===== src/rtl/lbip_pkg.sv =====
// Shared types for the line parity unit.
package lbip_pkg;
    // Per-byte position flags derived by the position tracker.
    typedef struct packed {
        logic active;   // byte is valid and belongs to a tracked frame
        logic first;    // row 0, column 0
        logic last;     // final row, final column
        logic line;     // outside the section overhead corner
        logic b2slot;   // line parity byte position
    } lbip_pos_t;

    typedef enum logic {
        LBIP_RX = 1'b0,
        LBIP_TX = 1'b1
    } lbip_mode_e;
endpackage


===== src/rtl/lbip_pos_tracker.sv =====
// Tracks row and column of each valid byte in a frame.
// Assumes frame_sync is asserted together with din_valid on the first byte.
// Tracking starts at the first sync and then free-runs, wrapping at frame end.
module lbip_pos_tracker
    import lbip_pkg::*;
#(
    parameter int ROWS     = 9,
    parameter int COLS     = 90,
    parameter int OH_COLS  = 3,
    parameter int SOH_ROWS = 3,
    parameter int B2_ROW   = 4,
    parameter int B2_COL   = 0
) (
    input  logic      clk,
    input  logic      rst_n,
    input  logic      din_valid,
    input  logic      frame_sync,
    output lbip_pos_t pos
);
    localparam int RW = $clog2(ROWS);
    localparam int CW = $clog2(COLS);

    logic [RW-1:0] row_q, cur_row;
    logic [CW-1:0] col_q, cur_col;
    logic          locked_q;
    logic          row_end, col_end;

    // Position of the byte presented this cycle.
    always_comb begin
        cur_row = frame_sync ? '0 : row_q;
        cur_col = frame_sync ? '0 : col_q;
        row_end = (cur_row == RW'(ROWS - 1));
        col_end = (cur_col == CW'(COLS - 1));
    end

    // Flags describing the current byte.
    always_comb begin
        pos.active = din_valid && (frame_sync || locked_q);
        pos.first  = (cur_row == '0) && (cur_col == '0);
        pos.last   = row_end && col_end;
        pos.line   = (cur_row >= RW'(SOH_ROWS)) || (cur_col >= CW'(OH_COLS));
        pos.b2slot = (cur_row == RW'(B2_ROW)) && (cur_col == CW'(B2_COL));
    end

    // Advance the position on each tracked byte.
    always_ff @(posedge clk) begin
        if (!rst_n) begin
            row_q    <= '0;
            col_q    <= '0;
            locked_q <= 1'b0;
        end else if (pos.active) begin
            locked_q <= 1'b1;
            if (col_end) begin
                col_q <= '0;
                row_q <= row_end ? '0 : cur_row + 1'b1;
            end else begin
                col_q <= cur_col + 1'b1;
                row_q <= cur_row;
            end
        end
    end
endmodule


===== src/rtl/lbip_parity_acc.sv =====
// Even bit-interleaved parity accumulator over one frame.
// Restarts at the first byte and latches the result at the last byte.
// The latched value stays until the next complete frame ends.
module lbip_parity_acc #(
    parameter int DW = 8
) (
    input  logic          clk,
    input  logic          rst_n,
    input  logic          step,
    input  logic          first,
    input  logic          last,
    input  logic          incl,
    input  logic [DW-1:0] data,
    output logic [DW-1:0] par_q,
    output logic          par_valid
);
    logic [DW-1:0] acc_q, acc_next;

    // Running parity including the current byte.
    always_comb begin
        acc_next = (first ? '0 : acc_q) ^ (incl ? data : '0);
    end

    // Accumulate and latch the frame result.
    always_ff @(posedge clk) begin
        if (!rst_n) begin
            acc_q     <= '0;
            par_q     <= '0;
            par_valid <= 1'b0;
        end else if (step) begin
            acc_q <= acc_next;
            if (last) begin
                par_q     <= acc_next;
                par_valid <= 1'b1;
            end
        end
    end
endmodule


===== src/rtl/lbip_rei_calc.sv =====
// Counts mismatched bits between a received parity byte and the expected one.
// Registers the saturated count and a one-cycle strobe.
module lbip_rei_calc #(
    parameter int DW      = 8,
    parameter int REI_W   = 4,
    parameter int REI_MAX = 8
) (
    input  logic             clk,
    input  logic             rst_n,
    input  logic             check_en,
    input  logic [DW-1:0]    rx_byte,
    input  logic [DW-1:0]    expected,
    output logic             rei_strobe,
    output logic [REI_W-1:0] rei_value
);
    localparam int CNT_W = $clog2(DW + 1);

    logic [DW-1:0]    diff;
    logic [CNT_W-1:0] cnt;
    logic [REI_W-1:0] sat;

    // Population count of the difference, then saturation.
    always_comb begin
        diff = rx_byte ^ expected;
        cnt  = '0;
        for (int i = 0; i < DW; i++) begin
            cnt = cnt + CNT_W'(diff[i]);
        end
        if (int'(cnt) > REI_MAX) sat = REI_W'(REI_MAX);
        else                     sat = REI_W'(cnt);
    end

    // Register the report.
    always_ff @(posedge clk) begin
        if (!rst_n) begin
            rei_strobe <= 1'b0;
            rei_value  <= '0;
        end else begin
            rei_strobe <= check_en;
            if (check_en) rei_value <= sat;
        end
    end
endmodule


===== src/rtl/line_bip_unit.sv =====
// Line parity byte generator (transmit) and checker (receive) for one STS-1.
// Assumes one byte per clock when valid and an unscrambled stream.
// Output is registered: one clock of latency on all data.
module line_bip_unit
    import lbip_pkg::*;
#(
    parameter int DW       = 8,
    parameter int ROWS     = 9,
    parameter int COLS     = 90,
    parameter int OH_COLS  = 3,
    parameter int SOH_ROWS = 3,
    parameter int B2_ROW   = 4,
    parameter int B2_COL   = 0,
    parameter int REI_W    = 4,
    parameter int REI_MAX  = 8
) (
    input  logic             clk,
    input  logic             rst_n,
    input  logic             tx_mode,
    input  logic [DW-1:0]    din,
    input  logic             din_valid,
    input  logic             frame_sync,
    output logic [DW-1:0]    dout,
    output logic             dout_valid,
    output logic [REI_W-1:0] rei_value,
    output logic             rei_strobe
);
    lbip_pos_t  pos;
    lbip_mode_e mode;
    logic [DW-1:0] par_q, wire_byte;
    logic          par_valid, check_en;

    lbip_pos_tracker #(
        .ROWS(ROWS), .COLS(COLS), .OH_COLS(OH_COLS),
        .SOH_ROWS(SOH_ROWS), .B2_ROW(B2_ROW), .B2_COL(B2_COL)
    ) u_pos (
        .clk(clk), .rst_n(rst_n), .din_valid(din_valid),
        .frame_sync(frame_sync), .pos(pos)
    );

    // Select the byte placed on the wire and the check condition.
    always_comb begin
        mode      = lbip_mode_e'(tx_mode);
        wire_byte = din;
        if (mode == LBIP_TX && pos.active && pos.b2slot) begin
            wire_byte = par_valid ? par_q : '0;
        end
        check_en = pos.active && pos.b2slot && (mode == LBIP_RX) && par_valid;
    end

    lbip_parity_acc #(.DW(DW)) u_acc (
        .clk(clk), .rst_n(rst_n), .step(pos.active), .first(pos.first),
        .last(pos.last), .incl(pos.line), .data(wire_byte),
        .par_q(par_q), .par_valid(par_valid)
    );

    lbip_rei_calc #(.DW(DW), .REI_W(REI_W), .REI_MAX(REI_MAX)) u_rei (
        .clk(clk), .rst_n(rst_n), .check_en(check_en), .rx_byte(din),
        .expected(par_q), .rei_strobe(rei_strobe), .rei_value(rei_value)
    );

    // Output register.
    always_ff @(posedge clk) begin
        if (!rst_n) begin
            dout       <= '0;
            dout_valid <= 1'b0;
        end else begin
            dout       <= wire_byte;
            dout_valid <= din_valid;
        end
    end
endmodule


===== config.mk =====
export PLATFORM = sky130hd
export DESIGN_NAME = line_bip_unit
export DESIGN_NICKNAME = d
export VERILOG_FILES = /design/src/rtl/lbip_pkg.sv /design/src/rtl/lbip_pos_tracker.sv /design/src/rtl/lbip_parity_acc.sv /design/src/rtl/lbip_rei_calc.sv /design/src/rtl/line_bip_unit.sv
export SDC_FILE = /design/constraint.sdc
export NUM_CORES = 1
export LEC_CHECK = 0
export ABC_AREA = 1
export BUFFER_PORTS_ARGS = -buffer_cell sky130_fd_sc_hd__buf_2
export CAP_MARGIN = 20
export CELL_PAD_IN_SITES_DETAIL_PLACEMENT = 1
export CELL_PAD_IN_SITES_GLOBAL_PLACEMENT = 1
export CORE_ASPECT_RATIO = 2
export CORE_MARGIN = 3
export CORE_UTILIZATION = 40
export DETAILED_ROUTE_END_ITERATION = 12
export GPL_ROUTABILITY_DRIVEN = 0
export PLACE_DENSITY_LB_ADDON = 0.25
export SLEW_MARGIN = 20
export SYNTH_ARGS = -nofsm -noshare
export SYNTH_HDL_FRONTEND = slang
export SYNTH_SLANG_ARGS = --single-unit

===== constraint.sdc =====
create_clock -name clk -period 3.5 [get_ports clk]
set_input_delay 0.175 -clock clk [delete_from_list [all_inputs] [get_ports clk]]
set_output_delay 0.175 -clock clk [all_outputs]
set_load 0.01 [all_outputs]

## Word-level counts from Yosys, hierarchy flattened

Cells that the tools add are included.

- Add/sub/neg operators: 9
- Divide/modulo/power cells: 0
- Multipliers: 0
- Shift-type cells: 0
- Mux-type cells: 10
- $lt $le $gt $ge: 3
- Equality and inequality tests: 3
- Reduce and logical (&&, ||, !) cells: 14
- Bitwise operators: 3

Operator list:

| cell | number |
|---|---|
| $mux W8 | 4 |
| $add A4 B1 Y4 | 6 |
| $mux W4 | 4 |
| $xor A8 B8 Y8 | 2 |
| $mux W7 | 2 |
| $logic_and A1 B1 Y1 | 9 |
| $add A7 B1 Y7 const B | 1 |
| $eq A7 B7 Y1 const B | 1 |
| $ge A7 B2 Y1 const B | 1 |
| $logic_not A7 Y1 | 1 |
| $add A4 B1 Y4 const B | 1 |
| $eq A4 B3 Y1 const B | 1 |
| $eq A4 B4 Y1 const B | 1 |
| $ge A4 B2 Y1 const B | 1 |
| $gt A4 B4 Y1 const B | 1 |
| $logic_not A4 Y1 | 1 |
| $add A1 B1 Y2 | 1 |
| $logic_or A1 B1 Y1 | 2 |
| $reduce_and A2 Y1 | 1 |
| $not A1 Y1 | 1 |

- Output and inout bits: 14
- Bits in latches: 0
- Register bits after elaboration: 43
- Bits in writable memories: 0
- ROM bits: 0
- Memories: 0

## Longest topological paths before layout

- Depth after elaboration: 10
- Mapped depth: 14
- Gate-level depth less buffers: 13

## By module

A second synthesis with hierarchy kept.

- Cells, all modules: 423
- Area total of the unflattened synthesis: 2,680.1 µm²

By module, submodules not included:

| module | area each (µm²) | cells an instance | instances |
|---|---|---|---|
| lbip_parity_acc | 917.1 | 149 | 1 |
| lbip_pos_tracker | 914.6 | 149 | 1 |
| line_bip_unit | 437.9 | 75 | 1 |
| lbip_rei_calc | 410.4 | 50 | 1 |

## Worst setup path before layout

OpenSTA, ideal clock, no wires.

- Kind: register to register
- Start point: register u_acc.par_q[0]
- End point: register u_rei.rei_value[2]
- Stages on the path, launching flop included: 12
- Arrival: 3.108 ns
- Path slack: 0.327 ns
- Required time: 3.435 ns
- Setup time: 0.065 ns
- Cells stage by stage: dfxtp_1 > xor2_1 > ha_1 > fa_1 > inv_1 > fa_1 > fa_1 > fa_1 > xor2_1 > nor3_1 > a21oi_1 > nor2_1

- Cells in the longest elaborated chain, start to end: 10

RTL lines:

| element | line | text |
|---|---|---|
| from (decl) | lbip_parity_acc.sv:14 | `output logic [DW-1:0] par_q,` |
| from (signal assigned) | lbip_parity_acc.sv:33 | `par_q <= acc_next;` |
| $xor A8 B8 Y8 * | lbip_rei_calc.sv:24 | `diff = rx_byte ^ expected;` |
| $add A1 B1 Y2 * | lbip_rei_calc.sv:27 | `cnt = cnt + CNT_W'(diff[i]);` |
| $add A4 B1 Y4 * (6 in series) | lbip_rei_calc.sv:27 |  |
| $gt A4 B4 Y1 | lbip_rei_calc.sv:29 | `if (int'(cnt) > REI_MAX) sat = REI_W'(REI_MAX);` |
| $mux W4 * | lbip_rei_calc.sv:29 |  |
| to (signal assigned) | lbip_rei_calc.sv:40 | `if (check_en) rei_value <= sat;` |
| to (decl) | lbip_rei_calc.sv:14 | `output logic [REI_W-1:0] rei_value` |

Every way passes the cells marked *; elsewhere a longest branch is shown, timed or not.
A chain may end at the register's enable or synchronous reset.

## Worst setup path in the final report

Same ends and word-level chain as after synthesis.

==> flow_metrics.env <==
export IMPL_synth_nets=422
export IMPL_final_cell_mix="nand2_1, inv_1, nand3_1, dfxtp_1, nor2_1"
export IMPL_min_period_ns=3.32
export IMPL_numCtsBuffers=5
export IMPL_cpMostUsedCell="fa_1"
export IMPL_fin_crit_sh_pct=95.0
export IMPL_num_fill_cells=922
export IMPL_finalSetupViolCount=0
export IMPL_slew_viol_final=0
export IMPL_drt_total_wl_um=7520
export IMPL_die_w_um=64.4
export IMPL_viasPerCell=5.14
export IMPL_numPortBuffers=26
export IMPL_hold_viol=0
export IMPL_endpoint_kind="flip-flop"
export IMPL_ys_seq_area_share_pct=31.6
export IMPL_gr_total_overflow=0
export IMPL_path_delay_family="adder cells"
export IMPL_max_freq_mhz=301
export IMPL_startpoint_type="flip-flop"
export IMPL_totalNegativeSetupSlack_ns=0
export IMPL_required_ns=3.72
export IMPL_status="finished clean"
export IMPL_cts_tree="done"
export IMPL_htreeDepth=2
export IMPL_grtUsageTotal_pct=21.3
export IMPL_cts_sinks=43
export IMPL_antenna_left=0
export IMPL_path_cells="xor2_1 -> ha_1 -> fa_1 -> inv_1 -> fa_1 -> fa_2 -> fa_1 -> xor2_1 -> nor3_1 -> a21oi_1 -> nor2_1"
export IMPL_syn_instance_count=397
export IMPL_min_path_type="input pin to flip-flop"
export IMPL_drive_above_1_share_pct=11.7
export IMPL_clk_root_buffer_cell="clkbuf_16"
export IMPL_relSlewSlack_pct=47.7
export IMPL_grt_max_degree=23
export IMPL_cp_max_fo=3
export IMPL_die_h_um=123
export IMPL_first_pass_iters=4
export IMPL_core_um2=6620
export IMPL_path_buf_inv=1
export IMPL_clock_path_buffers=2
export IMPL_pin_count=27
export IMPL_route_vias_total=2608
export IMPL_remaining_drc_errors=0
export IMPL_grt_pass1_vias=2722
export IMPL_worst_pin_slew_ns=0.784
export IMPL_grt_pass1_wl_um=12800
export IMPL_clk_pin_slew_worst_paths_ns=0.06
export IMPL_wl_per_cell_um=14.8
export IMPL_p_per_area_nw_per_um2=377
export IMPL_crit_slowest_cell="fa_1"
export IMPL_synth_cell_types=32
export IMPL_arrival_ns=3.54
export IMPL_antenna_found_initial=0
export IMPL_synth_edf_count=0
export IMPL_clk_latency_ns=0.29
export IMPL_ff_latch_area_um2=861
export IMPL_p_leak_nw=1.55
export IMPL_multi_input_area_um2=1500
export IMPL_cap_violations=0
export IMPL_whs_ns=0.0775
export IMPL_rsz0062_at_grt="no"
export IMPL_synth_async_reset_ratio_pct=0
export IMPL_hpwl_um=5800
export IMPL_ys_ff_latch=43
export IMPL_max_stage_delay_ns=0.54
export IMPL_synth_area_um2=2730
export IMPL_postCtsHoldBufs=0
export IMPL_final_common_cell="nand2_1"
export IMPL_drt_iter0_markers=121
export IMPL_design_die_area_um2=7900
export IMPL_skew_ns=0.00404
export IMPL_path_class="flip-flop to flip-flop"
export IMPL_start_util_pct=41.2
export IMPL_synth_flop_cell="dfxtp_1"
export IMPL_synthToLayoutAreaGrowth_pct=11.9
export IMPL_final_nets=444
export IMPL_rows=42
export IMPL_antenna_cells=0
export IMPL_yosys_warnings=0
export IMPL_vdd_drop_max_mv=0.182
export IMPL_syn_avg_cell_area_um2=6.87
## metal layers
metal	share of wire [%]	vias to the layer above	track usage, %
met5	0	-	0
met4	3.9	0	11.1
met3	2.2	17	3.39
met2	59	34	43.4
met1	35	1250	19.1
li1	-	1307	-
## logic make-up (layout without fill, tap and decap cells)
logic type               after synthesis  count (layout)  share of synthesized area, %
XOR/XNOR                              10              10                          3.21
AND/OR/NAND/NOR                      206             206                          35.8
flip-flops                            43              43                          31.6
buffers and inverters                 84             106                          13.8
adder cells (fa/ha/maj)               12              12                          6.61
AO/OA/AOI/OAI                         42              42                          8.99
## metrics by stage
step                      power (mW)  util (%)  area [um^2]  instances  setup slack, ns
after floorplan                0.627         -         2730        397            0.327
after global placement         0.666      43.3         2870        499            0.207
after detailed placement       0.678      43.7         2900        500            0.115
after CTS                       1.16      45.9         3040        507           0.0981
after global routing            1.21      46.1         3050        507           0.0265
final                           1.15      46.1         3050        507            0.177
## flip-flops by register name (all words and copies together) (netlist names)
register / count
dout: 8
dout_valid: 1
u_acc.acc_q: 8
u_acc.par_q: 8
u_acc.par_valid: 1
u_pos.col_q: 7
u_pos.locked_q: 1
u_pos.row_q: 4
u_rei.rei_strobe: 1
u_rei.rei_value: 4
## what timing repair did
action	CTS	global route
hold endpoints to repair	0	0
resized for setup	0	2
setup endpoints to repair	0	2
buffers inserted	0	0
## worst register-to-register path: cells and delay by family, from the launching register on
kind / cells / cell delay, ns
adder cells (fa/ha/maj): 5 / 2.20
XOR/XNOR: 2 / 0.32
AO/OA/AOI/OAI: 1 / 0.06
flip-flops: 1 / 0.33
AND/OR/NAND/NOR: 2 / 0.29
buffers and inverters: 1 / 0.06
## path summary, 6_finish.rpt
kind / start / endpoint / slack (ns) / cells past startpoint
min reg2reg: u_rei.rei_value[3]$_SDFFE_PN0P_ / u_rei.rei_value[3]$_SDFFE_PN0P_ / 0.45 / 2
max: u_acc.par_q[0]$_SDFFE_PN0P_ / u_rei.rei_value[2]$_SDFFE_PN0P_ / 0.18 / 11
min: din_valid / dout_valid$_SDFF_PN0_ / 0.08 / 3
max reg2reg: u_acc.par_q[0]$_SDFFE_PN0P_ / u_rei.rei_value[2]$_SDFFE_PN0P_ / 0.18 / 11
## synthesized netlist by cell type, drive strengths merged, types with 4 or more instances
| cell type | instances | area share [%] |
|---|---|---|
| nand2 | 99 | 14 |
| inv | 70 | 9.6 |
| nand3 | 45 | 9.2 |
| dfxtp | 43 | 32 |
| nor2 | 32 | 5.0 |
| a21oi | 21 | 3.9 |
| nand4 | 19 | 4.4 |
| clkbuf | 10 | 2.8 |
| o21a | 9 | 2.5 |
| ha | 8 | 3.7 |
| o21ai | 8 | 1.5 |
| nor3 | 7 | 1.7 |
| xor2 | 6 | 1.9 |
| fa | 4 | 2.9 |
| xnor2 | 4 | 1.3 |
## where the power goes
group          internal [mW]  switching, mW  total (mW)
logic                 0.0567          0.102       0.159
clock network          0.279          0.202       0.482
registers              0.504        0.00531       0.510
## layout make-up
type,instances,area share [%]
flip-flops and latches,43,28.2
clock inverters,1,0.164
inverters,70,8.61
repair buffers,29,5.66
well taps,88,3.61
clock buffers,6,4.55
multi-input cells,270,49.2
Note: power is estimated with default switching activity, not from simulation.
